File: src/rtl/clt_pkg.sv
// Shared types and helpers for the per-processor countdown timer.
// Assumes a 2-bit register address space and a 3-bit tick shift.
package clt_pkg;

    typedef enum logic [1:0] {
        CLT_A_ENTRY = 2'd0,
        CLT_A_INIT  = 2'd1,
        CLT_A_DIV   = 2'd2,
        CLT_A_CUR   = 2'd3
    } clt_addr_e;

    localparam int ENTRY_MASK_BIT = 16;
    localparam int ENTRY_PER_BIT  = 17;
    localparam int SHIFT_W        = 3;

    typedef struct packed {
        logic       periodic;
        logic       masked;
        logic [7:0] vector;
    } clt_entry_t;

    // Maps the stored divide setting to a right-shift amount (7 wraps to 0).
    function automatic logic [SHIFT_W-1:0] div_to_shift(input logic [3:0] cfg);
        logic [SHIFT_W-1:0] v;
        v = {cfg[3], cfg[1:0]};
        return v + 3'd1;
    endfunction

endpackage

File: src/rtl/clt_regs.sv
// Register file of the timer: vector entry, initial count, divide setting.
// Assumes DATA_W >= 18 and DATA_W >= CNT_W; writes take effect at the clock edge.
module clt_regs
    import clt_pkg::*;
#(
    parameter int CNT_W  = 32,
    parameter int DATA_W = 32
) (
    input  logic              clk,
    input  logic              rst_n,
    input  logic              wr_en,
    input  logic [1:0]        wr_addr,
    input  logic [DATA_W-1:0] wr_data,
    output clt_entry_t        entry_q,
    output logic [CNT_W-1:0]  init_q,
    output logic [3:0]        div_q,
    output logic              load
);

    // Load strobe: a write to the initial count restarts the timer.
    always_comb load = wr_en && (clt_addr_e'(wr_addr) == CLT_A_INIT);

    // Register update; the current-count address is read-only.
    always_ff @(posedge clk) begin
        if (!rst_n) begin
            entry_q <= '{periodic: 1'b0, masked: 1'b1, vector: 8'h00};
            init_q  <= '0;
            div_q   <= '0;
        end else if (wr_en) begin
            case (clt_addr_e'(wr_addr))
                CLT_A_ENTRY: entry_q <= '{periodic: wr_data[ENTRY_PER_BIT],
                                          masked:   wr_data[ENTRY_MASK_BIT],
                                          vector:   wr_data[7:0]};
                CLT_A_INIT:  init_q  <= wr_data[CNT_W-1:0];
                CLT_A_DIV:   div_q   <= {wr_data[3], 1'b0, wr_data[1:0]};
                default:     ;
            endcase
        end
    end

endmodule

File: src/rtl/clt_tick_base.sv
// Counts raw clock cycles since the last load and derives prescaled ticks.
// Assumes the shift is held steady while a count is running.
module clt_tick_base #(
    parameter int EL_W    = 40,
    parameter int SHIFT_W = 3
) (
    input  logic               clk,
    input  logic               rst_n,
    input  logic               load,
    input  logic [SHIFT_W-1:0] shift,
    output logic [EL_W-1:0]    tick_q,
    output logic [EL_W-1:0]    tick_nx,
    output logic               adv
);

    logic [EL_W-1:0] elapsed_q;
    logic [EL_W-1:0] elapsed_nx;

    // Next raw count: cleared by a load, saturating at all ones.
    always_comb begin
        if (load)
            elapsed_nx = '0;
        else if (&elapsed_q)
            elapsed_nx = elapsed_q;
        else
            elapsed_nx = elapsed_q + 1'b1;
    end

    // Tick view of the raw count and the tick-advance flag.
    always_comb begin
        tick_q  = elapsed_q >> shift;
        tick_nx = elapsed_nx >> shift;
        adv     = !load && (tick_nx != tick_q);
    end

    // Raw elapsed-cycle register.
    always_ff @(posedge clk) begin
        if (!rst_n) elapsed_q <= '0;
        else        elapsed_q <= elapsed_nx;
    end

endmodule

File: src/rtl/clt_expiry.sv
// Decides expiries in one-shot and periodic mode and forms the current count.
// Assumes tick_nx moves by at most one tick per cycle while running.
module clt_expiry
    import clt_pkg::*;
#(
    parameter int CNT_W = 32,
    parameter int EL_W  = 40
) (
    input  logic             clk,
    input  logic             rst_n,
    input  logic             load,
    input  logic [CNT_W-1:0] init_q,
    input  clt_entry_t       entry_q,
    input  logic [EL_W-1:0]  tick_q,
    input  logic [EL_W-1:0]  tick_nx,
    input  logic             adv,
    output logic             irq_pulse,
    output logic [CNT_W-1:0] cur_count
);

    localparam int PAD_W = EL_W - CNT_W;

    logic [EL_W-1:0]  init_ext;
    logic [CNT_W-1:0] pos_q;
    logic             armed_q;
    logic             nz;
    logic             crossed;
    logic             fire;

    // Expiry conditions for both modes.
    always_comb begin
        init_ext = {{PAD_W{1'b0}}, init_q};
        nz       = |init_q;
        crossed  = tick_nx > init_ext;
        if (entry_q.periodic)
            fire = nz && adv && (pos_q == init_q);
        else
            fire = nz && armed_q && crossed;
    end

    // Period position, one-shot arming and the registered pulse.
    always_ff @(posedge clk) begin
        if (!rst_n) begin
            pos_q     <= '0;
            armed_q   <= 1'b0;
            irq_pulse <= 1'b0;
        end else if (load) begin
            pos_q     <= '0;
            armed_q   <= 1'b1;
            irq_pulse <= 1'b0;
        end else begin
            if (adv)
                pos_q <= (pos_q == init_q) ? '0 : pos_q + 1'b1;
            if (crossed)
                armed_q <= 1'b0;
            irq_pulse <= fire && !entry_q.masked;
        end
    end

    // Current count: remainder in periodic mode, clamped countdown in one-shot.
    always_comb begin
        if (!nz)
            cur_count = '0;
        else if (entry_q.periodic)
            cur_count = init_q - pos_q;
        else if (tick_q >= init_ext)
            cur_count = '0;
        else
            cur_count = init_q - tick_q[CNT_W-1:0];
    end

endmodule

File: src/rtl/cpu_local_timer.sv
// Top of the per-processor countdown timer: registers, tick base, expiry logic.
// Assumes the clock is the raw time base and software reloads after changing the divider.
module cpu_local_timer
    import clt_pkg::*;
#(
    parameter int CNT_W  = 32,
    parameter int DATA_W = 32
) (
    input  logic              clk,
    input  logic              rst_n,
    input  logic              wr_en,
    input  logic [1:0]        wr_addr,
    input  logic [DATA_W-1:0] wr_data,
    input  logic [1:0]        rd_addr,
    output logic [DATA_W-1:0] rd_data,
    output logic [CNT_W-1:0]  cur_count,
    output logic              irq_pulse,
    output logic [7:0]        irq_vector
);

    localparam int EL_W = CNT_W + 8;

    clt_entry_t          entry_q;
    logic [CNT_W-1:0]    init_q;
    logic [3:0]          div_q;
    logic                load;
    logic                mask_bit;
    logic [SHIFT_W-1:0]  shift;
    logic [EL_W-1:0]     tick_q;
    logic [EL_W-1:0]     tick_nx;
    logic                adv;

    clt_regs #(.CNT_W(CNT_W), .DATA_W(DATA_W)) u_regs (
        .clk(clk), .rst_n(rst_n), .wr_en(wr_en), .wr_addr(wr_addr),
        .wr_data(wr_data), .entry_q(entry_q), .init_q(init_q),
        .div_q(div_q), .load(load)
    );

    // Shift amount and exposed mask bit.
    always_comb begin
        shift    = div_to_shift(div_q);
        mask_bit = entry_q.masked;
    end

    clt_tick_base #(.EL_W(EL_W), .SHIFT_W(SHIFT_W)) u_ticks (
        .clk(clk), .rst_n(rst_n), .load(load), .shift(shift),
        .tick_q(tick_q), .tick_nx(tick_nx), .adv(adv)
    );

    clt_expiry #(.CNT_W(CNT_W), .EL_W(EL_W)) u_exp (
        .clk(clk), .rst_n(rst_n), .load(load), .init_q(init_q),
        .entry_q(entry_q), .tick_q(tick_q), .tick_nx(tick_nx), .adv(adv),
        .irq_pulse(irq_pulse), .cur_count(cur_count)
    );

    // Vector output and read multiplexer.
    always_comb begin
        irq_vector = entry_q.vector;
        rd_data    = '0;
        case (clt_addr_e'(rd_addr))
            CLT_A_ENTRY: begin
                rd_data[7:0]           = entry_q.vector;
                rd_data[ENTRY_MASK_BIT] = entry_q.masked;
                rd_data[ENTRY_PER_BIT]  = entry_q.periodic;
            end
            CLT_A_INIT:  rd_data[CNT_W-1:0] = init_q;
            CLT_A_DIV:   rd_data[3:0]       = div_q;
            default:     rd_data[CNT_W-1:0] = cur_count;
        endcase
    end

endmodule

File: config.mk
export PLATFORM = sky130hd
export DESIGN_NAME = cpu_local_timer
export DESIGN_NICKNAME = d
export VERILOG_FILES = /design/src/rtl/clt_pkg.sv /design/src/rtl/clt_regs.sv /design/src/rtl/clt_tick_base.sv /design/src/rtl/clt_expiry.sv /design/src/rtl/cpu_local_timer.sv
export SDC_FILE = /design/constraint.sdc
export NUM_CORES = 1
export LEC_CHECK = 0
export ABC_AREA = 0
export BUFFER_PORTS_ARGS = -buffer_cell sky130_fd_sc_hd__buf_4
export CAP_MARGIN = 20
export CORE_UTILIZATION = 45
export DETAILED_ROUTE_END_ITERATION = 10
export GPL_TIMING_DRIVEN = 0
export PLACE_DENSITY_LB_ADDON = 0.3
export REMOVE_ABC_BUFFERS = 1
export SLEW_MARGIN = 10
export SYNTH_ARGS = -nofsm -noshare
export SYNTH_HDL_FRONTEND = slang
export SYNTH_SLANG_ARGS = --single-unit
File: constraint.sdc
create_clock -name clk -period 17.36 [get_ports clk]
set_clock_uncertainty 0.1 [all_clocks]
set_input_delay 4.34 -clock clk [delete_from_list [all_inputs] [get_ports clk]]
set_output_delay 4.34 -clock clk [all_outputs]
set_load 0.05 [all_outputs]
* After elaboration in Yosys (flattened, before gate mapping) *
Index checks and enable logic that the tools add are counted.

operators by class
  add/subtract/negate cells = 5
  reductions and logical operators = 19
  shift-type cells = 2
  equal/unequal tests = 6
  magnitude comparators = 2
  muxes and demuxes = 14
  bitwise operators = 1

operators with widths
  kind                   number
  $mux 32                4
  $mux 40                2
  $shr 40x3->40          2
  $sub 32x32->32         2
  $add 40x1->40 const B  1
  $ge 40x32->1           1
  $gt 40x32->1           1
  $ne 40x40->1           1
  $reduce_and 40->1      1
  $add 32x1->32 const B  1
  $eq 32x32->1           1
  $reduce_or 32->1       1
  $pmux 14 s2            1
  $pmux 4 s3             2
  $pmux 8 s2             1
  $logic_and 1x1->1      7
  $pmux 2 s3             1
  $reduce_and 2->1       3
  $eq 2x1->1 const B     2
  $eq 2x2->1 const B     2
  $logic_not 2->1        2
  $reduce_or 2->1        2
  $add 3x1->3 const B    1
  $mux 1                 3
  3 further kinds        4

word-level totals
  logic and storage cells = 58
  input bits = 39
  output and inout port bits = 73
  bits in registers = 119

* Longest topological paths before layout *
Gate-level depths: netlist of the first run.

  depth after elaboration = 10
  mapped depth = 26
  gate-level depth less buffers = 23

* Cells and area by module *
From an unflattened synthesis of the first run, not the netlist that was laid out.

second synthesis, totals
  cell total of the unflattened synthesis = 2291
  area total of the unflattened synthesis = 16681.0 um2

by module, submodules not included
  module           seq. area each (um2)  area each (um2)  instances  cells an instance
  clt_tick_base    800.8                 7302.0           1          1081
  clt_expiry       680.7                 6945.4           1          950
  clt_regs         900.9                 1765.4           1          187
  cpu_local_timer  0.0                   668.1            1          73

* Worst setup path before layout of the first run *
No wires, ideal clock.

  kind = input port to output port
  from = input port rd_addr[0]
  to = output port rd_data[25]
  stages = 3
  path slack = 6.133 ns
  data arrival time = 6.787 ns
  required time = 12.920 ns
  path buffers = 1
  path through = clkbuf_1 clkinv_1 o311ai_0

on the way
  cells in the longest elaborated chain, start to end = 3
  elaborated cells between the ends (all ways) = 5
  classes of those cells = eq/ne: 2; mux: 1; reduce/logical: 2

RTL lines
  item                                                  RTL line               text
  start, declared                                       cpu_local_timer.sv:14  input logic [1:0] rd_addr,
  $eq 2x2->1 / $logic_not 2->1 (equally long branches)  cpu_local_timer.sv:60  case (clt_addr_e'(rd_addr))
  $reduce_or 2->1 (no source line)                      -
  $pmux 14 s2 *                                         cpu_local_timer.sv:60
  end, declared                                         cpu_local_timer.sv:15  output logic [DATA_W-1:0] rd_data,

Every way passes the cells marked *; elsewhere a longest branch is shown, timed or not.

* Final worst setup path of the first run *
  from = register u_regs.div_q[0]
  to = output port rd_data[23]

on the way
  cells in the longest elaborated chain, start to end = 7
  elaborated cells between the ends (all ways) = 8
  classes of those cells = add/sub: 2; order compare: 1; shift: 1; mux: 4

RTL lines
  item                                                   RTL line                            text
  start, declared                                        clt_regs.sv:16                      output logic [3:0] div_q,
  start signal, assigned                                 clt_regs.sv:35                      CLT_A_DIV: div_q <= {wr_data[3], 1'b0, wr_data[1:0]};
  $add 3x1->3 *                                          clt_pkg.sv:26                       return v + 3'd1;
  $shr 40x3->40 *                                        clt_tick_base.sv:31                 tick_q = elapsed_q >> shift;
  $sub 32x32->32 / $ge 40x32->1 (equally long branches)  clt_expiry.sv:69, clt_expiry.sv:66
  $mux 32 *                                              clt_expiry.sv:66                    else if (tick_q >= init_ext)
  $mux 32 *                                              clt_expiry.sv:64                    else if (entry_q.periodic)
  $mux 32 *                                              clt_expiry.sv:62                    if (!nz)
  $pmux 14 s2 *                                          cpu_local_timer.sv:60

Marks and branches as above.

==> results of run 1 <==
-- final timing paths --
path | startpoint | endpoint | slack (ps) | depth (start not counted)
max | u_regs.div_q[0]$_SDFFE_PN0P_ | rd_data[23] | 5400 | 16
min | u_exp.pos_q[30]$_SDFFE_PP0P_ | u_exp.pos_q[30]$_SDFFE_PP0P_ | 390 | 2
max reg2reg | u_ticks.elapsed_q[11]$_SDFF_PN0_ | u_exp.irq_pulse$_SDFF_PP0_ | 9240 | 21
min reg2reg | u_exp.pos_q[30]$_SDFFE_PP0P_ | u_exp.pos_q[30]$_SDFFE_PP0P_ | 390 | 2
-- critical path, cell delays in order, from the launching register on --
cell,delay [ps]
dfxtp_4,410
ha_4,830
mux2_2,420
o21ai_0,590
o21ai_0,280
ha_1,450
nand3_1,210
o221ai_1,210
a211oi_1,420
o211ai_1,240
a221oi_1,380
o2111a_1,800
and2_0,890
a22o_1,350
mux2i_1,140
nor2_1,140
buf_4,220
-- where the power goes --
part	switching, W	internal, W	total, W
sequential	0.0000115	0.000279	0.000290
combinational	0.000393	0.000203	0.000597
clock	0.000158	0.000223	0.000381
total	0.000563	0.000705	0.00127
-- final cells by class --
| type | instances | area, µm² | area share, % |
|---|---|---|---|
| sequential | 119 | 2390 | 13.7 |
| tap | 455 | 569 | 3.27 |
| multi-input combinational | 1750 | 12200 | 70.1 |
| inverter | 135 | 507 | 2.91 |
| clock inverter | 14 | 163 | 0.933 |
| clock buffer | 18 | 450 | 2.58 |
| timing repair buffer | 129 | 1130 | 6.48 |
-- cells in the mapped netlist (22+ instances only) --
cell,n,area (µm²)
a21o_1,66,495
xnor2_1,76,666
o21ai_0,85,425
nand2_1,209,785
mux2i_1,73,731
nand4_1,39,244
nor4_1,31,194
clkbuf_1,98,368
o22ai_1,23,144
or4_1,33,248
a21oi_2,24,210
and3_1,25,156
inv_1,133,499
nor2b_1,24,150
o31ai_1,38,285
a211oi_1,33,248
xor2_1,35,307
nand3_1,50,250
nor3_1,46,230
a21oi_1,166,831
ha_1,129,1610
buf_1,22,82.6
nor2_1,200,751
dfxtp_1,119,2380
-- registers in the layout, indices dropped and copies added, names as in the netlist --
name and flops:
u_exp.irq_pulse 1, u_regs.div_q 3, u_exp.armed_q 1, u_exp.pos_q 32, u_regs.entry_q 10, u_regs.init_q 32
u_ticks.elapsed_q 40
-- layout by cell type, fill, tap and decap left out, types with 46 or more instances in the layout --
| cell type | count |
|---|---|
| nor2_1 | 199 |
| a21oi_1 | 166 |
| a21o_1 | 66 |
| o21ai_0 | 85 |
| mux2i_1 | 73 |
| dfxtp_1 | 118 |
| inv_1 | 130 |
| nand2_1 | 208 |
| nor3_1 | 46 |
| buf_4 | 113 |
| ha_1 | 128 |
| nand3_1 | 50 |
| xnor2_1 | 75 |
-- per-layer routing --
layer / track usage (%) / wire length (µm) / vias to the layer above
met4: 10.5 / 1720 / 0
met3: 6.67 / 5380 / 118
li1: - / - / 7950
met5: 0 / 0 / -
met1: 42.6 / 24600 / 8123
met2: 48.6 / 25200 / 828
-- logic make-up (layout without fill, tap and decap cells) --
kind of cell	after synthesis	in the layout	synth area share (%)
adder cells (fa/ha/maj)	131	131	10.5
flip-flops	119	119	15.1
AO/OA/AOI/OAI	650	650	28.4
XOR/XNOR	111	111	6.17
buffers and inverters	287	296	7.67
multiplexers	105	105	8.21
AND/OR/NAND/NOR	753	753	23.9
-- through the flow --
stage	util [%]	worst slack (ps)	setup TNS [ps]	instances	hold WS, ps
after floorplan	-	2930	0	2004	329
after global placement	47.7	-122	-274	2570	368
after detailed placement	48.8	6060	0	2587	382
after CTS	50.5	5530	0	2619	393
after global routing	50.6	5080	0	2620	414
final	50.6	5400	0	2620	393
==> results.py, run 1 <==
metrics = {
    "power": {
        "p_leak_nw": 6.95,
        "ir_drop_mv": 0.0700,
        "total_power_w": 0.00127,
        "p_per_area_mw_per_mm2": 72.8,
    },
    "cts": {
        "clk_pin_slew_ps": 60,
        "cts_root_buf": "clkbuf_16",
        "cts_resized": 0,
        "cts_hold_buf": 0,
        "cts_setup_buffers": 0,
        "clockBufferDepth": 2,
        "clock_sinks": 119,
        "h-tree-depth": 4,
        "cts_made_buffers": 17,
        "clk_latency_ps": 460,
        "cts_tree": "built",
    },
    "global_route": {
        "grtUsageTotal_pct": 31.3,
        "grt_max_degree": 77,
        "grt_antenna_before_repair": 0,
        "grt_overflow_total": 0,
        "grt_pass1_wl_mm": 88.1,
        "grt_pass1_vias": 15500,
    },
    "routing": {
        "vias": 17000,
        "first_pass_iters": 6,
        "wl_per_cell_um": 21.7,
        "wl_mm": 56.9,
        "drtIter0Drc": 1762,
        "ant_nets": 0,
        "drc": 0,
        "vias_per_cell": 6.50,
    },
    "setup_path": {
        "crit_arrival_ps": 7520,
        "worstPathRequired_ps": 12920,
        "endpoint_kind": "output pin",
        "cp-start-kind": "register",
        "critPathMaxFanout": 69,
        "path_class": "register to output pin",
    },
    "logic_synthesis": {
        "synth-seq-cells": 119,
        "syn_avg_cell_area_um2": 7.31,
        "synth-edff-count": 0,
        "synthArstFlopShare_pct": 0,
        "ys_warn_count": 0,
        "netlist_area_mm2": 0.0158,
        "synth-main-ff-cell": "dfxtp_1",
        "synth_cell_types": 94,
        "syn_inst": 2156,
        "yosysSeqAreaShare_pct": 15.1,
    },
    "sta": {
        "rsz0062_at_grt": "no",
        "final_hold_viol_count": 0,
        "max_freq_ghz": 0.0836,
        "finalCritPeriodShare_pct": 68.9,
        "final_max_slew_viol_count": 0,
        "slew_headroom_pct": 25.3,
        "worst_slew_pin_slew_ps": 1120,
        "setup_viol": 0,
        "min_period_ps": 11960,
    },
    "placed_design": {
        "dpl-instance-area_mm2": 0.0168,
        "numPortBuffers": 111,
        "hpwl_mm": 43.7,
        "routabilityCongestion": 0.984,
    },
    "finish": {
        "n_antenna_cell": 0,
        "drive_gt1_share_pct": 12.3,
        "final_area_mm2": 0.0174,
        "fill_cells": 3432,
        "area_growth_pct": 10.6,
        "nNetsFinal": 2322,
    },
    "die": {
        "die_area_mm2": 0.0358,
        "start_util_pct": 45.7,
        "fp.dieW_um": 189,
        "fp.dieH_um": 189,
        "io_pins": 112,
        "core_mm2": 0.0345,
        "row_count": 68,
    },
    "hold_path": {
        "hold_path_class": "register to register",
    },
    "flow_run": {
        "drv_cap": 0,
    },
    "run_status": {
        "status": "finished, final reports clean",
    },
}
Note: power is estimated with default switching activity, not from simulation.
==> run 2, diff against run 1 <==
==> constraint.sdc (replaced) <==
create_clock -name clk -period 10.41 [get_ports clk]
set_clock_uncertainty 0.1 [all_clocks]
set_input_delay 2.6025 -clock clk [delete_from_list [all_inputs] [get_ports clk]]
set_output_delay 2.6025 -clock clk [all_outputs]
set_load 0.05 [all_outputs]
==> run 2 against run 1 <==
Compared with the run above: wire length about the same; hold slack about the same; global-route usage unchanged; cell count unchanged; critical path depth unchanged; setup slack worse by 5000 ps; non-clock buffer count unchanged; clock-buffer cell count unchanged; total power up 67%; sequential share of layout area unchanged; first-iteration DRC count down 0.11%; critical path type unchanged; critical endpoint unchanged; highest routed layer unchanged.
==> results.py, run 2 (synthesis gave the netlist of run 1 again) <==
metrics = {
    "setup_path": {
        "cpLargestDelayFamily": "compound AO/OA/AOI/OAI gates",
        "endpoint_kind": "output pin",
        "crit_start": "u_regs.div_q[0]$_SDFFE_PN0P_",
        "critical_path.max_stage_delay_ps": 830,
        "crit_arrival_ps": 7310,
        "critPathMaxFanout": 69,
        "slowest_stage": "ha_4",
        "reg2reg_from": "u_ticks.elapsed_q[11]$_SDFF_PN0_",
        "crit_chain": "ha_4 -> mux2_2 -> o21ai_0 -> o21ai_0 -> ha_1 -> nand3_1 -> o221ai_1 -> a211oi_1 -> o211ai_1 -> a221oi_1 -> o2111a_1 -> and2_1 -> a22o_1 -> mux2i_1 -> nor2_1 -> buf_4",
        "crit_buf_inv": 1,
        "worstPathRequired_ps": 7710,
        "cp-start-kind": "register",
        "path_common_cell": "o21ai_0",
        "path_class": "register to output pin",
    },
    "die": {
        "core_mm2": 0.0345,
        "row_count": 68,
        "die_area_mm2": 0.0358,
        "fp.dieH_um": 189,
        "start_util_pct": 45.7,
        "fp.dieW_um": 189,
        "io_pins": 112,
    },
    "sta": {
        "max_freq_ghz": 0.0998,
        "fin_ws_ps": 394,
        "worst_slew_pin_slew_ps": 1110,
        "final_max_slew_viol_count": 0,
        "rsz0062_at_grt": "no",
        "min_period_ps": 10020,
        "slew_headroom_pct": 25.6,
        "holdWs_ps": 393,
        "setup_viol": 0,
        "finalCritPeriodShare_pct": 96.2,
        "final_hold_viol_count": 0,
    },
    "finish": {
        "largest_registers": "u_ticks.elapsed_q: 40 flops, u_exp.pos_q: 32 flops, u_regs.init_q: 32 flops",
        "final_common_cell": "nand2_1",
        "nNetsFinal": 2322,
        "largest_register_ff_count": 40,
        "regArea_mm2": 0.00239,
        "multi_input_area_mm2": 0.0122,
        "regMostFlops": "u_ticks.elapsed_q",
        "final_area_mm2": 0.0174,
        "fill_cells": 3432,
        "stdcell_count": 2620,
        "n_antenna_cell": 0,
        "area_growth_pct": 10.6,
        "drive_gt1_share_pct": 12.3,
        "final_cell_mix": "208 x nand2_1, 199 x nor2_1, 166 x a21oi_1",
    },
    "routing": {
        "vias": 17000,
        "drt-met1-wl_mm": 24.6,
        "wl_mm": 56.9,
        "first_pass_iters": 6,
        "vias_per_cell": 6.50,
        "routed-wl-met2_mm": 25.2,
        "top_layer_used": "met4",
        "met3_length_mm": 5.44,
        "drtIter0Drc": 1760,
        "ant_nets": 0,
        "drc": 0,
        "wl_per_cell_um": 21.7,
    },
    "power": {
        "p_per_area_mw_per_mm2": 121,
        "total_power_w": 0.00211,
        "ir_drop_mv": 0.117,
        "p_leak_nw": 6.95,
    },
    "cts": {
        "h-tree-depth": 4,
        "cts_made_buffers": 17,
        "cts_root_buf": "clkbuf_16",
        "cts_setup_buffers": 0,
        "cts_hold_buf": 0,
        "clock_sinks": 119,
        "clockBufferDepth": 2,
        "clk_pin_slew_ps": 60,
        "clk_latency_ps": 460,
        "cts_tree": "built",
    },
    "placed_design": {
        "dp_slack_ps": 847,
        "hpwl_mm": 43.7,
        "dpl-instance-area_mm2": 0.0168,
        "place_inst": 2587,
        "numPortBuffers": 111,
        "routabilityCongestion": 0.984,
    },
    "global_route": {
        "grt_pass1_vias": 15500,
        "grtUsageTotal_pct": 31.3,
        "grt_antenna_before_repair": 0,
        "grt_max_degree": 77,
        "grt_pass1_wl_mm": 88.1,
        "grt_overflow_total": 0,
    },
    "run_status": {
        "status": "finished, final reports clean",
    },
    "hold_path": {
        "min_from": "u_exp.pos_q[30]$_SDFFE_PP0P_",
        "hold_path_class": "register to register",
    },
    "flow_run": {
        "drv_cap": 0,
    },
}
run 2: cell counts in the layout (fill, tap and decap cells not counted):
Identical to the previous run, type by type.
run 2: worst reg2reg max path, delay by kind of cell (launching register included):
family	cells	cell delay [ps]
simple gates	8	4040
compound gates	11	2860
flops	1	590
fa+ha+maj	1	220
mux	1	170
run 2: area by class of cell:
cell class	instances	area share (%)
Clock buffer	18	2.58
Clock inverter	14	0.933
Inverter	135	2.91
Multi-Input combinational cell	1750	70.1
Sequential cell	119	13.7
Tap cell	455	3.27
Timing Repair Buffer	129	6.48
run 2: final timing paths:
| check | cells after the start | slack [ps] | end |
|---|---|---|---|
| min reg2reg | 2 | 390 | u_exp.pos_q[30]$_SDFFE_PP0P_ |
| max reg2reg | 21 | 2250 | u_exp.irq_pulse$_SDFF_PP0_ |
| min | 2 | 390 | u_exp.pos_q[30]$_SDFFE_PP0P_ |
| max | 16 | 390 | rd_data[23] |
run 2: through the flow:
| stage | util, % | setup TNS [ps] |
|---|---|---|
| 2_1_floorplan | - | -86750 |
| 3_5_place_dp | 48.8 | 0 |
| 6_report | 50.6 | 0 |
| 4_1_cts | 50.5 | 0 |
| 3_3_place_gp | 47.7 | -434580 |
| 5_1_grt | 50.6 | 0 |
run 2: where the power goes:
group	switching (W)	internal, W	total [W]
clock	0.000264	0.000372	0.000636
combinational	0.000655	0.000339	0.000994
sequential	0.0000191	0.000464	0.000484
run 2: per-layer routing:
layer  vias to the layer above  track usage, %
li1                       7952               -
met5                         -               0
met1                      8117            42.6
met4                         0            10.5
met2                       833            48.6
met3                       117            6.67
run 2: what timing repair did:
action | CTS | global route
endpoints found under the hold margin | 0 | 0
resized for setup | 0 | 1
endpoints found under the setup margin | 0 | 9
==> run 3, diff against run 2 <==
--- a/config.mk
+++ b/config.mk
@@ -6,7 +6,7 @@
 export NUM_CORES = 1
 export LEC_CHECK = 0
 export ABC_AREA = 0
-export BUFFER_PORTS_ARGS = -buffer_cell sky130_fd_sc_hd__buf_4
+export BUFFER_PORTS_ARGS = -buffer_cell sky130_fd_sc_hd__buf_2
 export CAP_MARGIN = 20
 export CORE_UTILIZATION = 45
 export DETAILED_ROUTE_END_ITERATION = 10
@@ -17,3 +17,4 @@
 export SYNTH_ARGS = -nofsm -noshare
 export SYNTH_HDL_FRONTEND = slang
 export SYNTH_SLANG_ARGS = --single-unit
+export TNS_END_PERCENT = 5
==> run 3 against run 2 <==
Compared with the run above: sequential power about the same; maximum frequency grew 0.29%; die area did not move; register-to-register slack better by 140 ps; sequential share of layout area increased by 0.23 points; total power fell by 3.4%; combinational power decreased by 3.9%; non-clock buffer count unchanged; flip-flop and latch count did not move; critical path depth is 1 higher; highest routed layer unchanged.
==> results.py, run 3 (synthesis gave the netlist of run 1 again) <==
metrics = {
    "setup_path": {
        "r2r_slack_ps": 2390,
        "endpoint_kind": "output pin",
        "worstPathRequired_ps": 7710,
        "ff2ff_path_depth": 21,
        "path_class": "register to output pin",
        "crit_chain": "ha_4 -> buf_16 -> mux2_2 -> o21ai_0 -> o21ai_0 -> ha_1 -> nand3_1 -> o221ai_1 -> a211oi_1 -> o211ai_1 -> a221oi_1 -> o2111a_2 -> and2_1 -> a22o_1 -> mux2i_1 -> nor2_1 -> buf_2",
        "timing.rr.end": "u_exp.irq_pulse$_SDFF_PP0_",
        "critical_path.max_stage_delay_ps": 740,
        "reg2reg_from": "u_ticks.elapsed_q[11]$_SDFF_PN0_",
        "cp-start-kind": "register",
        "crit_arrival_ps": 7280,
        "slowest_stage": "ha_4",
        "critPathMaxFanout": 66,
        "path_common_cell": "o21ai_0",
    },
    "die": {
        "die_area_mm2": 0.0358,
        "fp.dieH_um": 189,
        "io_pins": 112,
        "fp.dieW_um": 189,
        "core_mm2": 0.0345,
        "row_count": 68,
        "start_util_pct": 45.7,
    },
    "finish": {
        "final_area_mm2": 0.0171,
        "drive_gt1_share_pct": 12.3,
        "n_antenna_cell": 0,
        "area_growth_pct": 8.84,
        "largest_registers": "u_ticks.elapsed_q: 40 flops, u_exp.pos_q: 32 flops, u_regs.init_q: 32 flops",
        "nNetsFinal": 2322,
        "final_common_cell": "nand2_1",
        "regMostFlops": "u_ticks.elapsed_q",
        "largest_register_ff_count": 40,
        "stdcell_count": 2620,
        "final_cell_mix": "208 x nand2_1, 199 x nor2_1, 166 x a21oi_1",
    },
    "power": {
        "power.share.clock_pct": 29.5,
        "p_leak_nw": 6.90,
        "p_per_area_mw_per_mm2": 119,
        "power_frac_comb_pct": 46.8,
        "switchingPower_w": 0.000931,
        "ir_drop_mv": 0.130,
        "p_int_w": 0.00111,
        "seqPwrFrac_pct": 23.7,
        "switching_share_pct": 45.6,
    },
    "global_route": {
        "grt_antenna_before_repair": 2,
        "grt_max_degree": 67,
        "grt_pass1_wl_mm": 86.6,
        "grt_overflow_total": 0,
        "grtUsageTotal_pct": 30.7,
        "grt_pass1_vias": 15500,
    },
    "sta": {
        "final_hold_viol_count": 0,
        "rsz0062_at_grt": "no",
        "worst_slew_pin_slew_ps": 1180,
        "min_period_ps": 9990,
        "slew_headroom_pct": 21.1,
        "max_freq_ghz": 0.100,
        "holdWs_ps": 396,
        "setup_viol": 0,
        "final_max_slew_viol_count": 0,
        "finalCritPeriodShare_pct": 95.9,
    },
    "hold_path": {
        "min_delay_worst_endpoint": "u_exp.pos_q[30]$_SDFFE_PP0P_",
        "holdPathStages": 2,
        "min_from": "u_exp.pos_q[30]$_SDFFE_PP0P_",
        "hold_path_class": "register to register",
    },
    "cts": {
        "clk_pin_slew_ps": 60,
        "h-tree-depth": 4,
        "clock_sinks": 119,
        "cts_made_buffers": 17,
        "cts_root_buf": "clkbuf_16",
        "clk_latency_ps": 460,
        "clockBufferDepth": 2,
        "cts_setup_buffers": 0,
        "cts_tree": "built",
    },
    "routing": {
        "first_pass_iters": 5,
        "drtIter0Drc": 1950,
        "wl_mm": 55.8,
        "vias_per_cell": 6.44,
        "drc": 0,
        "ant_nets": 0,
        "wl_per_cell_um": 21.3,
        "vias": 16900,
    },
    "placed_design": {
        "numPortBuffers": 111,
        "hpwl_mm": 43.0,
        "place_inst": 2587,
        "routabilityCongestion": 0.957,
        "dpl-instance-area_mm2": 0.0165,
    },
    "run_status": {
        "status": "finished, final reports clean",
    },
    "flow_run": {
        "drv_cap": 0,
    },
}
-- run 3: timing repair --
item	4_1_cts	5_1_grt
endpoints found under the setup margin	0	26
resized for setup	0	2
hold buffers	0	0
endpoints found under the hold margin	0	0
-- run 3: worst max-delay path: cells and delay by family, from the launching register on --
family,cells,cell delay (ps)
simple gates,3,1020
flops,1,450
fa+ha+maj,2,1190
buf+inv,2,640
compound gates,8,2910
mux,2,540
-- run 3: routing by layer --
layer | vias to the layer above | track usage [%] | routed length (µm)
li1 | 7935 | - | -
met1 | 8067 | 42.9 | 24800
met2 | 777 | 47.3 | 24600
met3 | 104 | 5.49 | 4940
met4 | 0 | 10.2 | 1520
met5 | - | 0 | 0
-- run 3: how the worst max path moves through the flow --
stage               slack (ps)  cells after the start                    startpoint           to
floorplan                -2280                     16  u_regs.div_q[0]$_SDFFE_PN0P_   rd_data[0]
global placement         -5270                     18  u_regs.div_q[0]$_SDFFE_PN0P_  rd_data[23]
detailed placement         540                     17  u_regs.div_q[0]$_SDFFE_PN0P_  rd_data[23]
CTS                         20                     17  u_regs.div_q[0]$_SDFFE_PN0P_  rd_data[23]
global route                90                     17  u_regs.div_q[0]$_SDFFE_PN0P_  rd_data[23]
finish                     420                     17  u_regs.div_q[0]$_SDFFE_PN0P_  rd_data[23]
-- run 3: power by group through the flow --
stage	clock, W	combinational [W]	sequential (W)
6_report	0.000603	0.000955	0.000484
5_1_grt	0.000625	0.00102	0.000485
4_1_cts	0.000608	0.000937	0.000483
3_5_place_dp	0	0.000931	0.000493
3_3_place_gp	0	0.000914	0.000495
2_1_floorplan	0	0.000692	0.000491
-- run 3: area by class of cell --
type | instances | area [µm²]
flip-flops and latches | 119 | 2390
well taps | 455 | 569
fillers | 3440 | 17300
clock buffers | 19 | 453
multi-input cells | 1750 | 12200
repair buffers | 129 | 885
inverters | 135 | 507
clock inverters | 13 | 120
-- run 3: stage by stage --
| step | util, % | setup TNS (ps) | total power (W) | setup WS, ps |
|---|---|---|---|---|
| final | 49.8 | 0 | 0.00204 | 423 |
| after global routing | 49.8 | 0 | 0.00213 | 90.3 |
| after CTS | 49.7 | 0 | 0.00203 | 20.6 |
| after detailed placement | 48.0 | 0 | 0.00142 | 541 |
| after global placement | 46.9 | -425080 | 0.00141 | -5270 |
| after floorplan | - | -86750 | 0.00118 | -2280 |
